## src/rtl/sarx_pkg.sv

```systemverilog
package sarx_pkg;

    typedef enum logic [1:0] {
        FR_SEEK,
        FR_HUNT,
        FR_WORD
    } fr_state_t;

    // Format register layout, bit 0 is the LSB
    typedef struct packed {
        logic pair_shift;   // bit 4
        logic lr_invert;    // bit 3
        logic fall_edge;    // bit 2
        logic msb_first;    // bit 1
        logic i2s_mode;     // bit 0
    } fmt_cfg_t;

    localparam int CFG_W = $bits(fmt_cfg_t);

endpackage

```

## src/rtl/sarx_edge.sv

```systemverilog
module sarx_edge #(
    parameter int STAGES = 2
) (
    input  logic clk,
    input  logic rst_n,
    input  logic bclk_in,
    input  logic wclk_in,
    input  logic data_in,
    input  logic fall_edge,
    output logic bit_stb,
    output logic wclk_out,
    output logic data_out
);
    localparam int LANES = 3;

    logic [LANES-1:0] chain_q [STAGES];
    logic             bclk_d_q;
    logic             bclk_now;

    genvar g;
    for (g = 0; g < STAGES; g++) begin : g_sync
        if (g == 0) begin : g_first
            always_ff @(posedge clk or negedge rst_n) begin
                if (!rst_n) chain_q[g] <= '0;
                else        chain_q[g] <= {bclk_in, wclk_in, data_in};
            end
        end else begin : g_next
            always_ff @(posedge clk or negedge rst_n) begin
                if (!rst_n) chain_q[g] <= '0;
                else        chain_q[g] <= chain_q[g-1];
            end
        end
    end

    assign bclk_now = chain_q[STAGES-1][2];
    assign wclk_out = chain_q[STAGES-1][1];
    assign data_out = chain_q[STAGES-1][0];

    always_ff @(posedge clk or negedge rst_n) begin
        if (!rst_n) bclk_d_q <= 1'b0;
        else        bclk_d_q <= bclk_now;
    end

    assign bit_stb = fall_edge ? (bclk_d_q & ~bclk_now) : (~bclk_d_q & bclk_now);

endmodule

```

## src/rtl/sarx_deser.sv

```systemverilog
module sarx_deser
    import sarx_pkg::*;
#(
    parameter int WORD_W = 16
) (
    input  logic              clk,
    input  logic              rst_n,
    input  logic              restart,
    input  logic              bit_stb,
    input  logic              lr_in,
    input  logic              bit_in,
    input  logic              i2s_mode,
    input  logic              msb_first,
    output logic              word_stb,
    output logic [WORD_W-1:0] word_data,
    output logic              word_lr
);
    localparam int CNT_W = $clog2(WORD_W + 1);

    fr_state_t         state_q, state_d;
    logic [WORD_W-1:0] acc_q;
    logic [CNT_W-1:0]  cnt_q;
    logic              side_q;
    logic              lr_prev_q;
    logic              boundary;

    assign boundary = (lr_in != lr_prev_q);

    function automatic logic [WORD_W-1:0] place(
        input logic [WORD_W-1:0] a,
        input logic [CNT_W-1:0]  n,
        input logic              b,
        input logic              msb
    );
        logic [WORD_W-1:0] r;
        r = a;
        for (int i = 0; i < WORD_W; i++) begin
            if (n < CNT_W'(WORD_W) && int'(n) == (msb ? (WORD_W - 1 - i) : i))
                r[i] = b;
        end
        return r;
    endfunction

    // state register
    always_ff @(posedge clk or negedge rst_n) begin
        if (!rst_n) state_q <= FR_SEEK;
        else        state_q <= state_d;
    end

    // next state
    always_comb begin
        state_d = state_q;
        if (restart) begin
            state_d = FR_SEEK;
        end else if (bit_stb) begin
            unique case (state_q)
                FR_SEEK: state_d = FR_HUNT;
                FR_HUNT: if (boundary) state_d = FR_WORD;
                FR_WORD: state_d = FR_WORD;
                default: state_d = FR_SEEK;
            endcase
        end
    end

    // word assembly and outputs
    always_ff @(posedge clk or negedge rst_n) begin
        if (!rst_n) begin
            acc_q     <= '0;
            cnt_q     <= '0;
            side_q    <= 1'b0;
            lr_prev_q <= 1'b0;
            word_stb  <= 1'b0;
            word_data <= '0;
            word_lr   <= 1'b0;
        end else begin
            word_stb <= 1'b0;
            if (restart) begin
                acc_q <= '0;
                cnt_q <= '0;
            end else if (bit_stb) begin
                lr_prev_q <= lr_in;
                unique case (state_q)
                    FR_SEEK: ;
                    FR_HUNT: begin
                        if (boundary) begin
                            side_q <= lr_in;
                            if (i2s_mode) begin
                                acc_q <= '0;
                                cnt_q <= '0;
                            end else begin
                                acc_q <= place('0, '0, bit_in, msb_first);
                                cnt_q <= CNT_W'(1);
                            end
                        end
                    end
                    FR_WORD: begin
                        if (boundary) begin
                            word_stb <= 1'b1;
                            word_lr  <= side_q;
                            side_q   <= lr_in;
                            if (i2s_mode) begin
                                word_data <= place(acc_q, cnt_q, bit_in, msb_first);
                                acc_q     <= '0;
                                cnt_q     <= '0;
                            end else begin
                                word_data <= acc_q;
                                acc_q     <= place('0, '0, bit_in, msb_first);
                                cnt_q     <= CNT_W'(1);
                            end
                        end else begin
                            acc_q <= place(acc_q, cnt_q, bit_in, msb_first);
                            if (cnt_q < CNT_W'(WORD_W)) cnt_q <= cnt_q + CNT_W'(1);
                        end
                    end
                    default: ;
                endcase
            end
        end
    end

endmodule

```

## src/rtl/sarx_pair.sv

```systemverilog
module sarx_pair #(
    parameter int WORD_W = 16
) (
    input  logic              clk,
    input  logic              rst_n,
    input  logic              restart,
    input  logic              word_stb,
    input  logic [WORD_W-1:0] word_data,
    input  logic              word_lr,
    input  logic              lr_invert,
    input  logic              pair_shift,
    output logic              pair_stb,
    output logic [WORD_W-1:0] pair_left,
    output logic [WORD_W-1:0] pair_right
);
    logic              phase_q;
    logic              skip_done_q;
    logic [WORD_W-1:0] hold_l_q, hold_r_q;
    logic              is_left;

    assign is_left = ((word_lr ^ lr_invert) == 1'b0);

    always_ff @(posedge clk or negedge rst_n) begin
        if (!rst_n) begin
            phase_q     <= 1'b0;
            skip_done_q <= 1'b0;
            hold_l_q    <= '0;
            hold_r_q    <= '0;
            pair_stb    <= 1'b0;
            pair_left   <= '0;
            pair_right  <= '0;
        end else begin
            pair_stb <= 1'b0;
            if (restart) begin
                phase_q     <= 1'b0;
                skip_done_q <= 1'b0;
            end else if (word_stb) begin
                skip_done_q <= 1'b1;
                if (!(pair_shift && !skip_done_q)) begin
                    if (!phase_q) begin
                        if (is_left) hold_l_q <= word_data;
                        else         hold_r_q <= word_data;
                        phase_q <= 1'b1;
                    end else begin
                        pair_stb   <= 1'b1;
                        pair_left  <= is_left ? word_data : hold_l_q;
                        pair_right <= is_left ? hold_r_q  : word_data;
                        phase_q    <= 1'b0;
                    end
                end
            end
        end
    end

endmodule

```

## src/rtl/serial_audio_rx.sv

```systemverilog
module serial_audio_rx
    import sarx_pkg::*;
#(
    parameter int SAMPLE_W    = 16,
    parameter int REG_W       = 8,
    parameter int SYNC_STAGES = 2
) (
    input  logic                clk,
    input  logic                rst_n,
    input  logic                sw_rst,
    input  logic                reg_wr,
    input  logic                reg_sel,
    input  logic [REG_W-1:0]    reg_wdata,
    output logic [REG_W-1:0]    reg_rdata,
    input  logic                ser_bclk,
    input  logic                ser_wclk,
    input  logic                ser_data,
    input  logic                alt_valid,
    input  logic [SAMPLE_W-1:0] alt_left,
    input  logic [SAMPLE_W-1:0] alt_right,
    input  logic                out_ready,
    output logic                out_valid,
    output logic [SAMPLE_W-1:0] out_left,
    output logic [SAMPLE_W-1:0] out_right,
    output logic                overflow
);
    fmt_cfg_t            cfg_q;
    logic                en_q;
    logic                restart;
    logic                wdata_unused;
    logic                bit_stb, wclk_s, data_s;
    logic                word_stb, word_lr;
    logic [SAMPLE_W-1:0] word_data;
    logic                pair_stb;
    logic [SAMPLE_W-1:0] pair_left, pair_right;

    assign wdata_unused = ^reg_wdata[REG_W-1:CFG_W];

    always_ff @(posedge clk or negedge rst_n) begin
        if (!rst_n) begin
            cfg_q <= '0;
            en_q  <= 1'b0;
        end else if (sw_rst) begin
            cfg_q <= '0;
            en_q  <= 1'b0;
        end else if (reg_wr) begin
            if (reg_sel) en_q  <= reg_wdata[0];
            else         cfg_q <= fmt_cfg_t'(reg_wdata[CFG_W-1:0]);
        end
    end

    assign restart   = sw_rst | (reg_wr & ~reg_sel & (reg_wdata[CFG_W-1:0] != cfg_q));
    assign reg_rdata = reg_sel ? REG_W'(en_q) : REG_W'(cfg_q);

    sarx_edge #(.STAGES(SYNC_STAGES)) u_edge (
        .clk(clk), .rst_n(rst_n),
        .bclk_in(ser_bclk), .wclk_in(ser_wclk), .data_in(ser_data),
        .fall_edge(cfg_q.fall_edge),
        .bit_stb(bit_stb), .wclk_out(wclk_s), .data_out(data_s)
    );

    sarx_deser #(.WORD_W(SAMPLE_W)) u_deser (
        .clk(clk), .rst_n(rst_n), .restart(restart),
        .bit_stb(bit_stb), .lr_in(wclk_s), .bit_in(data_s),
        .i2s_mode(cfg_q.i2s_mode), .msb_first(cfg_q.msb_first),
        .word_stb(word_stb), .word_data(word_data), .word_lr(word_lr)
    );

    sarx_pair #(.WORD_W(SAMPLE_W)) u_pair (
        .clk(clk), .rst_n(rst_n), .restart(restart),
        .word_stb(word_stb), .word_data(word_data), .word_lr(word_lr),
        .lr_invert(cfg_q.lr_invert), .pair_shift(cfg_q.pair_shift),
        .pair_stb(pair_stb), .pair_left(pair_left), .pair_right(pair_right)
    );

    always_ff @(posedge clk or negedge rst_n) begin
        if (!rst_n) begin
            out_valid <= 1'b0;
            out_left  <= '0;
            out_right <= '0;
            overflow  <= 1'b0;
        end else begin
            out_valid <= en_q ? pair_stb : alt_valid;
            if (en_q && pair_stb) begin
                out_left  <= pair_left;
                out_right <= pair_right;
            end else if (!en_q && alt_valid) begin
                out_left  <= alt_left;
                out_right <= alt_right;
            end
            if (sw_rst)                      overflow <= 1'b0;
            else if (out_valid && !out_ready) overflow <= 1'b1;
        end
    end

endmodule

```

## config.mk

```make
export PLATFORM = sky130hd
export DESIGN_NAME = serial_audio_rx
export DESIGN_NICKNAME = d
export VERILOG_FILES = /design/src/rtl/sarx_pkg.sv /design/src/rtl/sarx_edge.sv /design/src/rtl/sarx_deser.sv /design/src/rtl/sarx_pair.sv /design/src/rtl/serial_audio_rx.sv
export SDC_FILE = /design/constraint.sdc
export NUM_CORES = 1
export LEC_CHECK = 0
export ABC_AREA = 1
export BUFFER_PORTS_ARGS = -buffer_cell sky130_fd_sc_hd__buf_4
export CAP_MARGIN = 20
export CORE_AREA = 10 10 173 175
export CTS_BUF_LIST = sky130_fd_sc_hd__clkbuf_4 sky130_fd_sc_hd__clkbuf_8 sky130_fd_sc_hd__clkbuf_16
export DETAILED_ROUTE_END_ITERATION = 10
export DIE_AREA = 0 0 183 185
export RECOVER_POWER = 50
export REMOVE_ABC_BUFFERS = 1
export SYNTH_ARGS = -nofsm -noshare
export SYNTH_HDL_FRONTEND = slang
export SYNTH_HIERARCHICAL = 1
export SYNTH_SLANG_ARGS = --single-unit
```

## constraint.sdc

```tcl
create_clock -name clk -period 2.7 [get_ports clk]
set_input_delay 0.27 -clock clk [delete_from_list [all_inputs] [get_ports clk]]
set_output_delay 0.27 -clock clk [all_outputs]
set_load 0.01 [all_outputs]
```

Word-level counts from Yosys, hierarchy flattened
Index checks and enable logic that the tools add are counted.
Cells by class
  bitwise logic cells: 12
  equality and inequality tests: 24
  add/subtract/negate cells: 1
  order comparisons: 1
  reductions and logical operators: 59
  muxes and demuxes: 97
Operators by type and width (count)
  $logic_not A32 Y1: 16
  $eq A6 B32 Y1: 15
  $mux W16: 12
  $mux W4: 16
  $mux W1: 54
  $mux W5: 9
  $pmux W16 S2: 1
  $logic_and A1 B1 Y1: 20
  $reduce_and A4 Y1: 5
  $reduce_bool A2 Y1: 6
  $pmux W5 S2: 1
  $reduce_and A2 Y1: 5
  $mux W2: 3
  $not A1 Y1: 6
  $pmux W2 S3: 1
  $add A5 B1 Y5 const B: 1
  $eq A5 B4 Y1: 1
  $lt A5 B5 Y1 const B: 1
  $ne A5 B5 Y1: 1
  $and A1 B1 Y1: 4
  $ne A2 B2 Y1 const B: 2
  $ne A4 B2 Y1 const B: 1
  $logic_not A1 Y1: 3
  $ne A3 B2 Y1 const B: 1
  other kinds (9): 9
Storage, ports and cells
  output and inout port bits: 42
  input port bits: 50
  logic and storage cells: 222
  register bits after elaboration: 157

Longest topological paths before layout
Gate-level depths: netlist (run 1).
  depth in word-level cells: 8
  mapped depth: 14
  gate-level depth less buffers: 13

By module
The synthesis (run 1) kept the hierarchy.
By module, submodules not included
  sarx_pair: cells an instance 400, times used 1, area each 3062.9 sq um, sequential area each 1676.6 sq um
  sarx_deser: cells an instance 327, times used 1, area each 2458.6 sq um, sequential area each 1076.0 sq um
  serial_audio_rx: cells an instance 250, times used 1, area each 2087.0 sq um, sequential area each 1001.0 sq um
  sarx_edge: cells an instance 13, times used 1, area each 200.2 sq um, sequential area each 175.2 sq um

Worst setup path before layout (run 1)
OpenSTA, ideal clock, no wires.
  path type: register to register
  from: reg cfg_q[3] (netlist name)
  to: reg u_deser.word_data[7]
  arrival time: 1.776 ns
  slack: 0.803 ns
  library setup time: 0.121 ns
  path buffers: 1
  stages on the path, launching flop included: 15
  required time: 2.579 ns
  period minus slack after synthesis: 1.897 ns
  cells stage by stage: dfrtp_1 > inv_1 > nand2_1 > nand2_1 > nor2_1 > nand3_1 > nand2_1 > inv_1 > inv_2 > nand2_1 > nor3_4 > inv_2 > buf_6 > a21oi_2 > a21oi_1
On the way
  cells in the longest elaborated chain, start to end: 5
Ends and longest elaborated chain
  from (decl): RTL line serial_audio_rx.sv:27  | fmt_cfg_t cfg_q;
  from (signal assigned): RTL line serial_audio_rx.sv:48  | else cfg_q <= fmt_cfg_t'(reg_wdata[CFG_W-1:0]);
  $ne A5 B5 Y1: RTL line serial_audio_rx.sv:52  | assign restart = sw_rst | (reg_wr & ~reg_sel & (reg_wdata[CFG_W-1:0] != cfg_q));
  $and A1 B1 Y1: RTL line serial_audio_rx.sv:52
  $or A1 B1 Y1: RTL line serial_audio_rx.sv:52
  named net restart: RTL line serial_audio_rx.sv:29  | logic restart;
  $not A1 Y1 (no source line)
  $reduce_and A4 Y1 (no source line)
  to (signal assigned): RTL line sarx_deser.sv:102  | word_data <= place(acc_q, cnt_q, bit_in, msb_first);
  to (signal assigned): RTL line sarx_deser.sv:106  | word_data <= acc_q;
  to (decl): RTL line sarx_deser.sv:15  | output logic [WORD_W-1:0] word_data,
The timed path passes the listed nets, and every way through them passes these cells.
A chain may end at the register's enable or synchronous reset.

==> flow_metrics.py, run 1 <==
metrics = {
    "status": {
        "status": "finished, violations left",
        "violations": "capacitance limit, slew limit",
    },
    "yosys": {
        "yosys_warnings": 6,
        "synth_compound_area_share_pct": 9.726,
        "yosys.area_share.xor_xnor_pct": 0.3205,
        "yosysUniqueCellTypes": 31,
        "synthCells": 990,
        "netlist_top_cells_area": "dfrtp_1 (50%), nand2_1 (16%), nand3_1 (9.6%)",
        "synth-adder-area-share_pct": 0.6409,
        "synth.area.mux_share_pct": 0,
        "synth.largest_area_cell": "dfrtp_1",
        "ys_ff_latch": 157,
        "synth_top_area_share_pct": 50.31,
        "synth.avg_cell_area_um2": 7.888,
        "synthSimpleGateAreaFrac_pct": 30.92,
        "ys_seq_area_share_pct": 50.31,
        "synth-edff-count": 0,
        "ys_async_sr_fraction_pct": 100.0,
        "synth-main-ff-cell": "dfrtp_1",
        "synth_top_family_by_area": "simple AND/OR/NAND/NOR gates",
        "synthesis.area_um2": 7809,
    },
    "job": {
        "max_cap_viol_count": 1,
    },
    "timing": {
        "period_minus_slack_ns": 2.156,
        "fin_tns_setup_ns": 0,
        "slew_headroom_pct": -29.95,
        "post-route-period-util_pct": 79.85,
        "finalHoldViolCount": 0,
        "clock-skew-final_ns": 0.006128,
        "hold_ws_ns": 0.03433,
        "worst_pin_slew_ns": 1.949,
        "final-setup-viol-count": 0,
        "rsz0062_at_grt": "false",
        "drv_slew": 75,
        "timing.fmax_mhz": 463.9,
    },
    "floorplanning": {
        "die_h_um": 185,
        "dieArea_um2": 33860,
        "core_area_um2": 26580,
        "initial_utilization_pct": 29.38,
        "rows": 60,
        "ios": 92,
        "die_x_um": 183,
    },
    "routing": {
        "drtPass1Iterations": 5,
        "route.vias.total": 6632,
        "ant_nets": 0,
        "via_per_inst": 4.680,
        "drc": 0,
        "wl_per_cell_um": 13.59,
        "postRouteWirelength_um": 19260,
        "drt_iter0_drc": 500,
    },
    "grt": {
        "grt_start_max_net_pins": 76,
        "groute.usage.overall_pct": 11.60,
        "overflow": 0,
        "first_global_vias": 6505,
        "grt_pass1_wl_um": 32530,
        "antenna_found_initial": 0,
    },
    "clock_network": {
        "clkSlewWorstSetupHoldPaths_ns": 0.06,
        "cts_buffer_depth": 2,
        "post_cts_buffers": 0,
        "htreeDepth": 4,
        "cts-resized-gates": 0,
        "cts_tree": "built",
        "root_buffer": "clkbuf_16",
        "clock_latency_ns": 0.42,
        "hold_buffers": 4,
        "cts_buffers": 17,
        "cts_sinks": 157,
    },
    "setup_path": {
        "critPathMaxFanout": 75,
        "arrival_ns": 2.74,
        "slowest_stage": "clkbuf_2",
        "slowest_delay_ns": 1.39,
        "crit_path_start_kind": "primary input",
        "cp.required_ns": 3.28,
        "crit_type": "primary input to asynchronous set/reset pin",
        "crit_chain": "dlygate4sd3_1, clkbuf_2, buf_4",
        "endpoint_kind": "asynchronous set/reset pin",
    },
    "final_layout": {
        "final_util_pct": 34.54,
        "nets": 1119,
        "drive_gt1_share_pct": 13.20,
        "fillerInstances": 2831,
        "fin_area_um2": 9180,
        "diodes": 0,
        "area_delta_synth_final_pct": 17.56,
    },
    "place": {
        "dpl_cell_area_um2": 8670,
        "io_buffers": 85,
        "dp_hpwl_um": 12650,
        "gp_congestion": 0.8623,
    },
    "power": {
        "cellPowerDensity_nw_per_um2": 671.2,
        "leakage_uw": 0.004698,
        "irDropWorstVdd_mv": 0.3855,
    },
    "hold_path": {
        "hp-class": "primary input to flip-flop",
    },
}
[layout make-up]
cell class,count,area [um^2],area share (%)
sequential,157,3929,42.80
tap,341,426.7,4.648
clock buffer,24,503.0,5.479
multi-input combinational,715,3253,35.44
clock inverter,6,108.9,1.186
timing repair buffer,107,708.2,7.714
inverter,67,251.5,2.740
[worst max-delay path: cells and delay by family]
kind | cells | cell delay [ns]
buffers and inverters | 3 | 2.43
[sequential cells by signal, indices dropped and copies added (netlist names), 2 cells and up]
signal	count
cfg_q	5
u_pair/pair_left	16
out_left	16
u_deser/state_q	2
u_pair/hold_l_q	16
u_pair/pair_right	16
u_deser/acc_q	16
out_right	16
u_deser/cnt_q	5
u_pair/hold_r_q	16
u_deser/word_data	16
u_edge/chain_q	3
[cells by family after synthesis]
family	Yosys count
XOR/XNOR	2
flip-flops	157
other	1
AND/OR/NAND/NOR	568
adder cells (fa/ha/maj)	4
AO/OA/AOI/OAI	138
buffers and inverters	120
[path summary, 6_finish.rpt]
path                                    from                end  slack [ns]  cells after the start
hold / removal                        sw_rst           overflow        0.03                      2
setup reg to reg                    cfg_q[1]  u_deser/acc_q[14]        0.60                     12
hold reg to reg            u_edge/chain_q[4]    u_edge/wclk_out        0.35                      0
max in group clk                    cfg_q[1]  u_deser/acc_q[14]        0.60                     12
setup / recovery                       rst_n    u_edge/bclk_d_q        0.54                      3
min in group asynchronous              rst_n      out_right[14]        0.94                      2
[layer usage]
layer	global-route usage (%)	up-vias	share of wire (%)
met2	19.70	121	49
li1	-	3348	-
met5	0	-	0
met1	14.36	3155	47
met4	3.541	0	0.67
met3	2.586	8	3.8
[Yosys cell counts (8+ instances only)]
library cell    n
inv_2          10
inv_1          55
a21oi_1        27
a21oi_2         9
dfrtp_1       157
buf_2          27
nand3_1       150
nor2_1         68
o21ai_0        32
nand2_1       327
o21ai_1        58
o21ai_2         8
buf_6          15
buf_4           8
[cells in the final DEF, fill, tap and decap left out, drive strengths merged]
master       instances
inv                 65
nor3                 1
bufinv               3
nor2                75
xor2                 1
o21ai               98
xnor2                1
nand2              334
buf                 65
dlygate4sd3          4
a21oi               36
clkinv               5
nand3b               1
clkbuf              62
or2                  1
o22ai                4
ha                   4
nand3              150
nand4                6
conb                 3
dfrtp              157
[power breakdown]
part	switching, uW	total (uW)	internal, uW	leakage (uW)
logic	573	911	338	0.00229
registers	165	2740	2580	0.00210
clock network	934	2510	1570	0.000306
total	1670	6160	4490	0.00470
[stage by stage]
step                      total power, uW  cells  setup slack, ns
after floorplan                      3336    939           0.3044
after global placement               3749   1383           0.6072
after detailed placement             3771   1383           0.5920
after CTS                            6304   1417           0.5604
after global routing                 6478   1417           0.2004
final                                6161   1417           0.5441
(Power assumes the default switching activity.)
==> run 2: changes to the inputs <==
==> constraint.sdc (replaced) <==
create_clock -name clk -period 1.9 [get_ports clk]
set_input_delay 0.19 -clock clk [delete_from_list [all_inputs] [get_ports clk]]
set_output_delay 0.19 -clock clk [all_outputs]
set_load 0.01 [all_outputs]
==> run 2 against run 1 <==
Net effect: the flow now finishes without violations; global-route usage barely moved; critical path depth grew 12; clock power rose by 46%; first-iteration DRC count is 0.80% higher; critical path type is now flip-flop to flip-flop; largest power group unchanged; sequential power up 43%; worst setup slack worse by 0.47 ns.
==> flow_metrics.py, run 2 (synthesis results as in run 1) <==
metrics = {
    "timing": {
        "rsz0062_at_grt": "true",
        "period_minus_slack_ns": 1.823,
        "clock-skew-final_ns": 0.009643,
        "worst_pin_slew_ns": 1.239,
        "drv_slew": 0,
        "final-setup-viol-count": 0,
        "finalHoldViolCount": 0,
        "fin_tns_setup_ns": 0,
        "hold_ws_ns": 0.03029,
        "slew_headroom_pct": 17.38,
        "fin_ws_ns": 0.07706,
        "post-route-period-util_pct": 95.94,
        "timing.fmax_mhz": 548.6,
    },
    "clock_network": {
        "clkSlewWorstSetupHoldPaths_ns": 0.06,
        "cts_sinks": 157,
        "cts_tree": "built",
        "clock_latency_ns": 0.42,
        "cts_buffers": 17,
        "htreeDepth": 4,
        "root_buffer": "clkbuf_16",
        "cts_buffer_depth": 2,
    },
    "final_layout": {
        "fin_area_um2": 9733,
        "drive_gt1_share_pct": 19.87,
        "area_delta_synth_final_pct": 24.64,
        "diodes": 0,
        "final_cell_mix": "nand2_1 (326), dfrtp_1 (157), nand3_1 (150), buf_4 (102), nor2_1 (60)",
        "nets": 1143,
        "layoutNonFillerInstCount": 1443,
        "final_common_cell": "nand2_1",
    },
    "floorplanning": {
        "rows": 60,
        "ios": 92,
        "core_area_um2": 26580,
        "die_h_um": 185,
        "initial_utilization_pct": 29.38,
        "die_x_um": 183,
        "dieArea_um2": 33860,
    },
    "setup_path": {
        "crit_chain": "inv_1, nand2_1, nand2_1, nor2_1, nand3_1, nand2_1, inv_2, inv_4, nand2_4, nor3_4, buf_12, buf_8, clkbuf_16, nor2_1, a21oi_1",
        "crit_type": "flip-flop to flip-flop",
        "path_common_cell": "nand2_1",
        "slowest_stage": "dfrtp_1",
        "critPathMaxFanout": 6,
        "endpoint_kind": "flip-flop",
        "arrival_ns": 2.17,
        "crit_path_start_kind": "flip-flop",
        "slowest_delay_ns": 0.37,
        "cp.required_ns": 2.24,
    },
    "place": {
        "io_buffers": 85,
        "dp_hpwl_um": 13100,
        "placedCellCount": 1395,
        "dpl_cell_area_um2": 8822,
        "dp_slack_ns": 0.02565,
        "gp_congestion": 0.8290,
    },
    "power": {
        "leakage_uw": 0.005014,
        "irDropWorstVdd_mv": 0.5620,
        "cellPowerDensity_nw_per_um2": 928.5,
    },
    "status": {
        "status": "completed",
    },
    "grt": {
        "overflow": 0,
        "groute.usage.overall_pct": 11.62,
        "antenna_found_initial": 0,
        "first_global_vias": 6742,
        "grt_pass1_wl_um": 32750,
        "grt_start_max_net_pins": 68,
    },
    "job": {
        "max_cap_viol_count": 0,
    },
    "routing": {
        "top_layer": "met4",
        "drc": 0,
        "ant_nets": 0,
        "route.vias.total": 6749,
        "drtPass1Iterations": 5,
        "postRouteWirelength_um": 20000,
        "wl_met3_um": 892,
        "drt_iter0_drc": 504,
        "via_per_inst": 4.677,
        "wl_per_cell_um": 13.86,
        "drt-met1-wl_um": 9070,
        "wl_met2_um": 9817,
    },
    "hold_path": {
        "hp-class": "primary input to flip-flop",
    },
}
## run 2: changes by cell type in the layout (fill, tap and decap cells not counted), moves of 7 or more
cell      delta
buf_12       +7
buf_4       +39
clkbuf_1    -34
nor2_1       -8
nor2_2       +7
## run 2: area by class of cell
class / count / area (um^2)
fill: 2796 / 16840
sequential: 157 / 3929
multi-input combinational: 715 / 3307
timing repair buffer: 129 / 1161
clock buffer: 22 / 475.5
tap: 341 / 426.7
inverter: 67 / 259.0
clock inverter: 10 / 161.4
timing repair inverter: 2 / 13.76
## run 2: path summary, 6_finish.rpt
| kind | from | to | slack, ns | depth (start not counted) |
|---|---|---|---|---|
| setup / recovery | cfg_q[4] | u_deser/word_data[15] | 0.08 | 15 |
| hold / removal | alt_left[1] | out_left[1] | 0.03 | 3 |
| setup reg to reg | cfg_q[4] | u_deser/word_data[15] | 0.08 | 15 |
| hold reg to reg | u_edge/chain_q[5] | u_edge/bclk_now | 0.35 | 0 |
| max in group asynchronous | rst_n | u_pair/pair_left[5] | 0.35 | 3 |
| min in group asynchronous | rst_n | out_right[3] | 0.56 | 2 |
## run 2: power breakdown
group | internal [uW] | leakage (uW) | switching, uW
Clock | 2310 | 0.000319 | 1360
Sequential | 3660 | 0.00210 | 244
Combinational | 621 | 0.00259 | 834
## run 2: repair_timing
action,CTS,global route
hold endpoints to repair,45,0
setup buffers,0,6
gates resized for setup,0,33
hold buffers,5,0
endpoints found under the setup margin,0,92
## run 2: per-stage QoR
stage	utilization (%)	power, uW
floorplan	-	4740
global placement	33.20	5356
detailed placement	33.20	5388
CTS	35.78	9121
global route	36.62	9546
finish	36.62	9038
## run 2: per-layer routing
layer,global-route usage [%],up-vias
met5,0,-
met4,3.377,0
met3,2.763,20
met2,20.02,120
met1,14.10,3211
li1,-,3398
## run 2: worst max-delay path, delay by kind of cell, from the launching register on
kind | cells | cell delay, ns
buf+inv | 6 | 0.60
flops | 1 | 0.37
compound gates | 1 | 0.11
simple gates | 8 | 0.65
==> run 3: changes to the inputs <==
--- a/config.mk
+++ b/config.mk
@@ -5,13 +5,13 @@
 export SDC_FILE = /design/constraint.sdc
 export NUM_CORES = 1
 export LEC_CHECK = 0
-export ABC_AREA = 1
 export BUFFER_PORTS_ARGS = -buffer_cell sky130_fd_sc_hd__buf_4
 export CAP_MARGIN = 20
-export CORE_AREA = 10 10 173 175
+export CORE_AREA = 10 10 133 135
 export CTS_BUF_LIST = sky130_fd_sc_hd__clkbuf_4 sky130_fd_sc_hd__clkbuf_8 sky130_fd_sc_hd__clkbuf_16
 export DETAILED_ROUTE_END_ITERATION = 10
-export DIE_AREA = 0 0 183 185
+export DIE_AREA = 0 0 143 145
+export PLACE_DENSITY = 0.75
 export RECOVER_POWER = 50
 export REMOVE_ABC_BUFFERS = 1
 export SYNTH_ARGS = -nofsm -noshare
==> run 3 against run 2 <==
Net effect: the flow now finishes with violations (setup timing); sequential share of layout area fell by 3.9 points; utilization rose by 35 points; synthesized cell count fell by 30%; maximum frequency shrank 22%; register-to-register slack worse by 0.53 ns; clock skew down 0.0042 ns; global-route usage increased by 8.7 points; final cell count shrank 26%; via count fell by 6.9%; routed wire length increased by 9.4%.
==> flow_metrics.py, run 3 <==
metrics = {
    "floorplanning": {
        "rows": 45,
        "die_x_um": 143,
        "core_area_um2": 15030,
        "die_h_um": 145,
        "initial_utilization_pct": 52.12,
        "dieArea_um2": 20740,
        "ios": 92,
    },
    "clock_network": {
        "cts_buffers": 17,
        "htreeDepth": 4,
        "root_buffer": "clkbuf_16",
        "clkSlewWorstSetupHoldPaths_ns": 0.06,
        "clock_latency_ns": 0.44,
        "cts_buffer_depth": 2,
        "cts_sinks": 157,
        "cts_tree": "built",
    },
    "yosys": {
        "ys_top_cells_by_count": "dfrtp_1 (157), mux2_2 (99), nand2_1 (69), mux2i_1 (40), nand3_1 (36)",
        "synth-main-ff-cell": "dfrtp_1",
        "synth.avg_cell_area_um2": 11.37,
        "ys_async_sr_fraction_pct": 100.0,
        "synth.largest_area_cell": "dfrtp_1",
        "yosysUniqueCellTypes": 63,
        "synthCells": 689,
        "synthesis.area_um2": 7835,
        "synth_top_area_share_pct": 50.14,
        "ys_seq_area_share_pct": 50.14,
        "netlist_top_cells_area": "dfrtp_1 (50%), mux2_2 (14%), mux2i_1 (5.1%)",
        "yosysMostFrequentCell": "dfrtp_1",
        "synth-edff-count": 0,
        "ys_ff_latch": 157,
        "yosys_warnings": 6,
    },
    "power": {
        "irDropWorstVdd_mv": 0.5773,
        "leakage_uw": 0.005198,
        "cellPowerDensity_nw_per_um2": 742.3,
    },
    "place": {
        "dp_slack_ns": -0.5025,
        "io_buffers": 85,
        "gp_congestion": 0.9315,
        "dp_hpwl_um": 13010,
        "placedCellCount": 972,
    },
    "final_layout": {
        "final_common_cell": "dfrtp_1",
        "final_cell_mix": "dfrtp_1 (157), buf_4 (130), mux2_4 (66), nand2_1 (65), mux2i_1 (40)",
        "area_delta_synth_final_pct": 37.48,
        "layoutNonFillerInstCount": 1070,
        "drive_gt1_share_pct": 39.46,
        "diodes": 0,
        "nets": 924,
    },
    "status": {
        "violations": "setup timing",
        "status": "finished, violations left",
    },
    "routing": {
        "drtPass1Iterations": 5,
        "wl_per_cell_um": 20.45,
        "via_per_inst": 5.871,
        "ant_nets": 0,
        "drt_iter0_drc": 568,
        "postRouteWirelength_um": 21880,
        "route.vias.total": 6282,
        "drc": 0,
    },
    "grt": {
        "overflow": 0,
        "first_global_vias": 6574,
        "antenna_found_initial": 0,
        "grt_pass1_wl_um": 34090,
        "grt_start_max_net_pins": 62,
        "groute.usage.overall_pct": 20.29,
    },
    "setup_path": {
        "crit_chain": "xor2_1, nor3_2, a41oi_2, buf_4, buf_12, nand3b_1, buf_6, buf_6, nor4_4, buf_4, a22oi_1, nand2_1",
        "crit_type": "flip-flop to flip-flop",
        "slowest_stage": "dfrtp_1",
        "cp.required_ns": 2.28,
        "endpoint_kind": "flip-flop",
        "critPathMaxFanout": 6,
        "slowest_delay_ns": 0.39,
        "regToRegSetupSlack_ns": -0.45,
        "arrival_ns": 2.73,
        "crit_path_start_kind": "flip-flop",
    },
    "timing": {
        "worst_pin_slew_ns": 1.262,
        "timing.fmax_mhz": 425.6,
        "fin_ws_ns": -0.4495,
        "rsz0062_at_grt": "true",
        "final-setup-viol-count": 106,
        "finalHoldViolCount": 0,
        "drv_slew": 0,
        "post-route-period-util_pct": 123.7,
        "slew_headroom_pct": 15.88,
        "period_minus_slack_ns": 2.350,
        "clock-skew-final_ns": 0.005444,
    },
    "hold_path": {
        "hp-class": "primary input to flip-flop",
    },
    "job": {
        "max_cap_viol_count": 0,
    },
}
-- run 3: cell count changes in the layout (fill, tap and decap cells not counted), moves of 16 or more --
| cell | change |
|---|---|
| a22oi_1 | +19 |
| buf_4 | +28 |
| buf_6 | +16 |
| dlygate4sd3_1 | +30 |
| inv_1 | -47 |
| mux2_2 | +33 |
| mux2_4 | +66 |
| mux2i_1 | +40 |
| nand2_1 | -261 |
| nand3_1 | -115 |
| nor2_1 | -45 |
| o211ai_1 | +28 |
| o21ai_0 | -26 |
| o21ai_1 | -28 |
-- run 3: kinds of logic after synthesis --
logic type | Yosys count | synth area share (%)
and+or+nand+nor | 183 | 12.55
AOI/OAI and AO/OA | 139 | 11.87
buffers and inverters | 57 | 4.072
adders and majority gates | 4 | 0.6388
xor gates and xnor gates | 9 | 1.342
other | 1 | 0.04786
muxes | 139 | 19.34
DFF | 157 | 50.14
-- run 3: final cells by class --
cell class              count  area, um^2
clock buffers              21       467.9
clock inverters            10       115.1
fillers                  1017        4262
inverters                   8       32.53
multi-input cells         477        4041
flip-flops and latches    157        3929
well taps                 188       235.2
repair buffers            209        1951
-- run 3: worst paths after layout --
kind                              startpoint              endpoint  cells after the start
max                                 cfg_q[2]      u_deser/acc_q[9]                     12
min reg2reg                u_edge/chain_q[4]       u_edge/wclk_out                      0
max in group asynchronous              rst_n  u_deser/word_data[4]                      3
min                             alt_right[0]          out_right[0]                      3
max reg2reg                         cfg_q[2]      u_deser/acc_q[9]                     12
min in group asynchronous              rst_n           out_left[3]                      2
-- run 3: where the power goes --
group | total (uW) | leakage (uW) | internal (uW) | switching [uW]
combinational | 1060 | 0.00281 | 508 | 555
sequential | 3530 | 0.00210 | 3450 | 76.9
clock | 3400 | 0.000282 | 2020 | 1380
total | 8000 | 0.00520 | 5980 | 2010
-- run 3: critical path: cells and delay by family, from the launching register on --
kind | cells | cell delay [ns]
flip-flops | 1 | 0.39
AO/OA/AOI/OAI | 2 | 0.23
buffers and inverters | 5 | 0.77
XOR/XNOR | 1 | 0.18
AND/OR/NAND/NOR | 4 | 0.72
-- run 3: repair_timing --
| item | 4_1_cts | 5_1_grt |
|---|---|---|
| setup endpoints to repair | 105 | 105 |
| gates resized for setup | 82 | 57 |
| hold endpoints to repair | 76 | 0 |
| pin swaps | 16 | 23 |
| hold buffers | 35 | 0 |
| gates cloned | 3 | 4 |
| setup buffers | 18 | 9 |
-- run 3: per-stage QoR --
step	util, %	setup TNS [ns]	hold WS [ns]	total power [uW]	area (um^2)
floorplan	-	-101.07	-0.1056	3980	7553
global placement	60.12	-33.56	0.1684	4470	9039
detailed placement	60.12	-42.20	0.1734	4501	9039
CTS	69.62	-32.43	0.004137	8024	10470
global route	71.65	-41.26	0.02865	8274	10770
finish	71.65	-36.87	0.02395	7995	10770
-- run 3: layer usage --
metal,GRT usage (%),share of wire (%)
met2,33.50,50
met1,25.19,42
met5,0,0
met3,4.563,5.9
met4,7.740,2.2
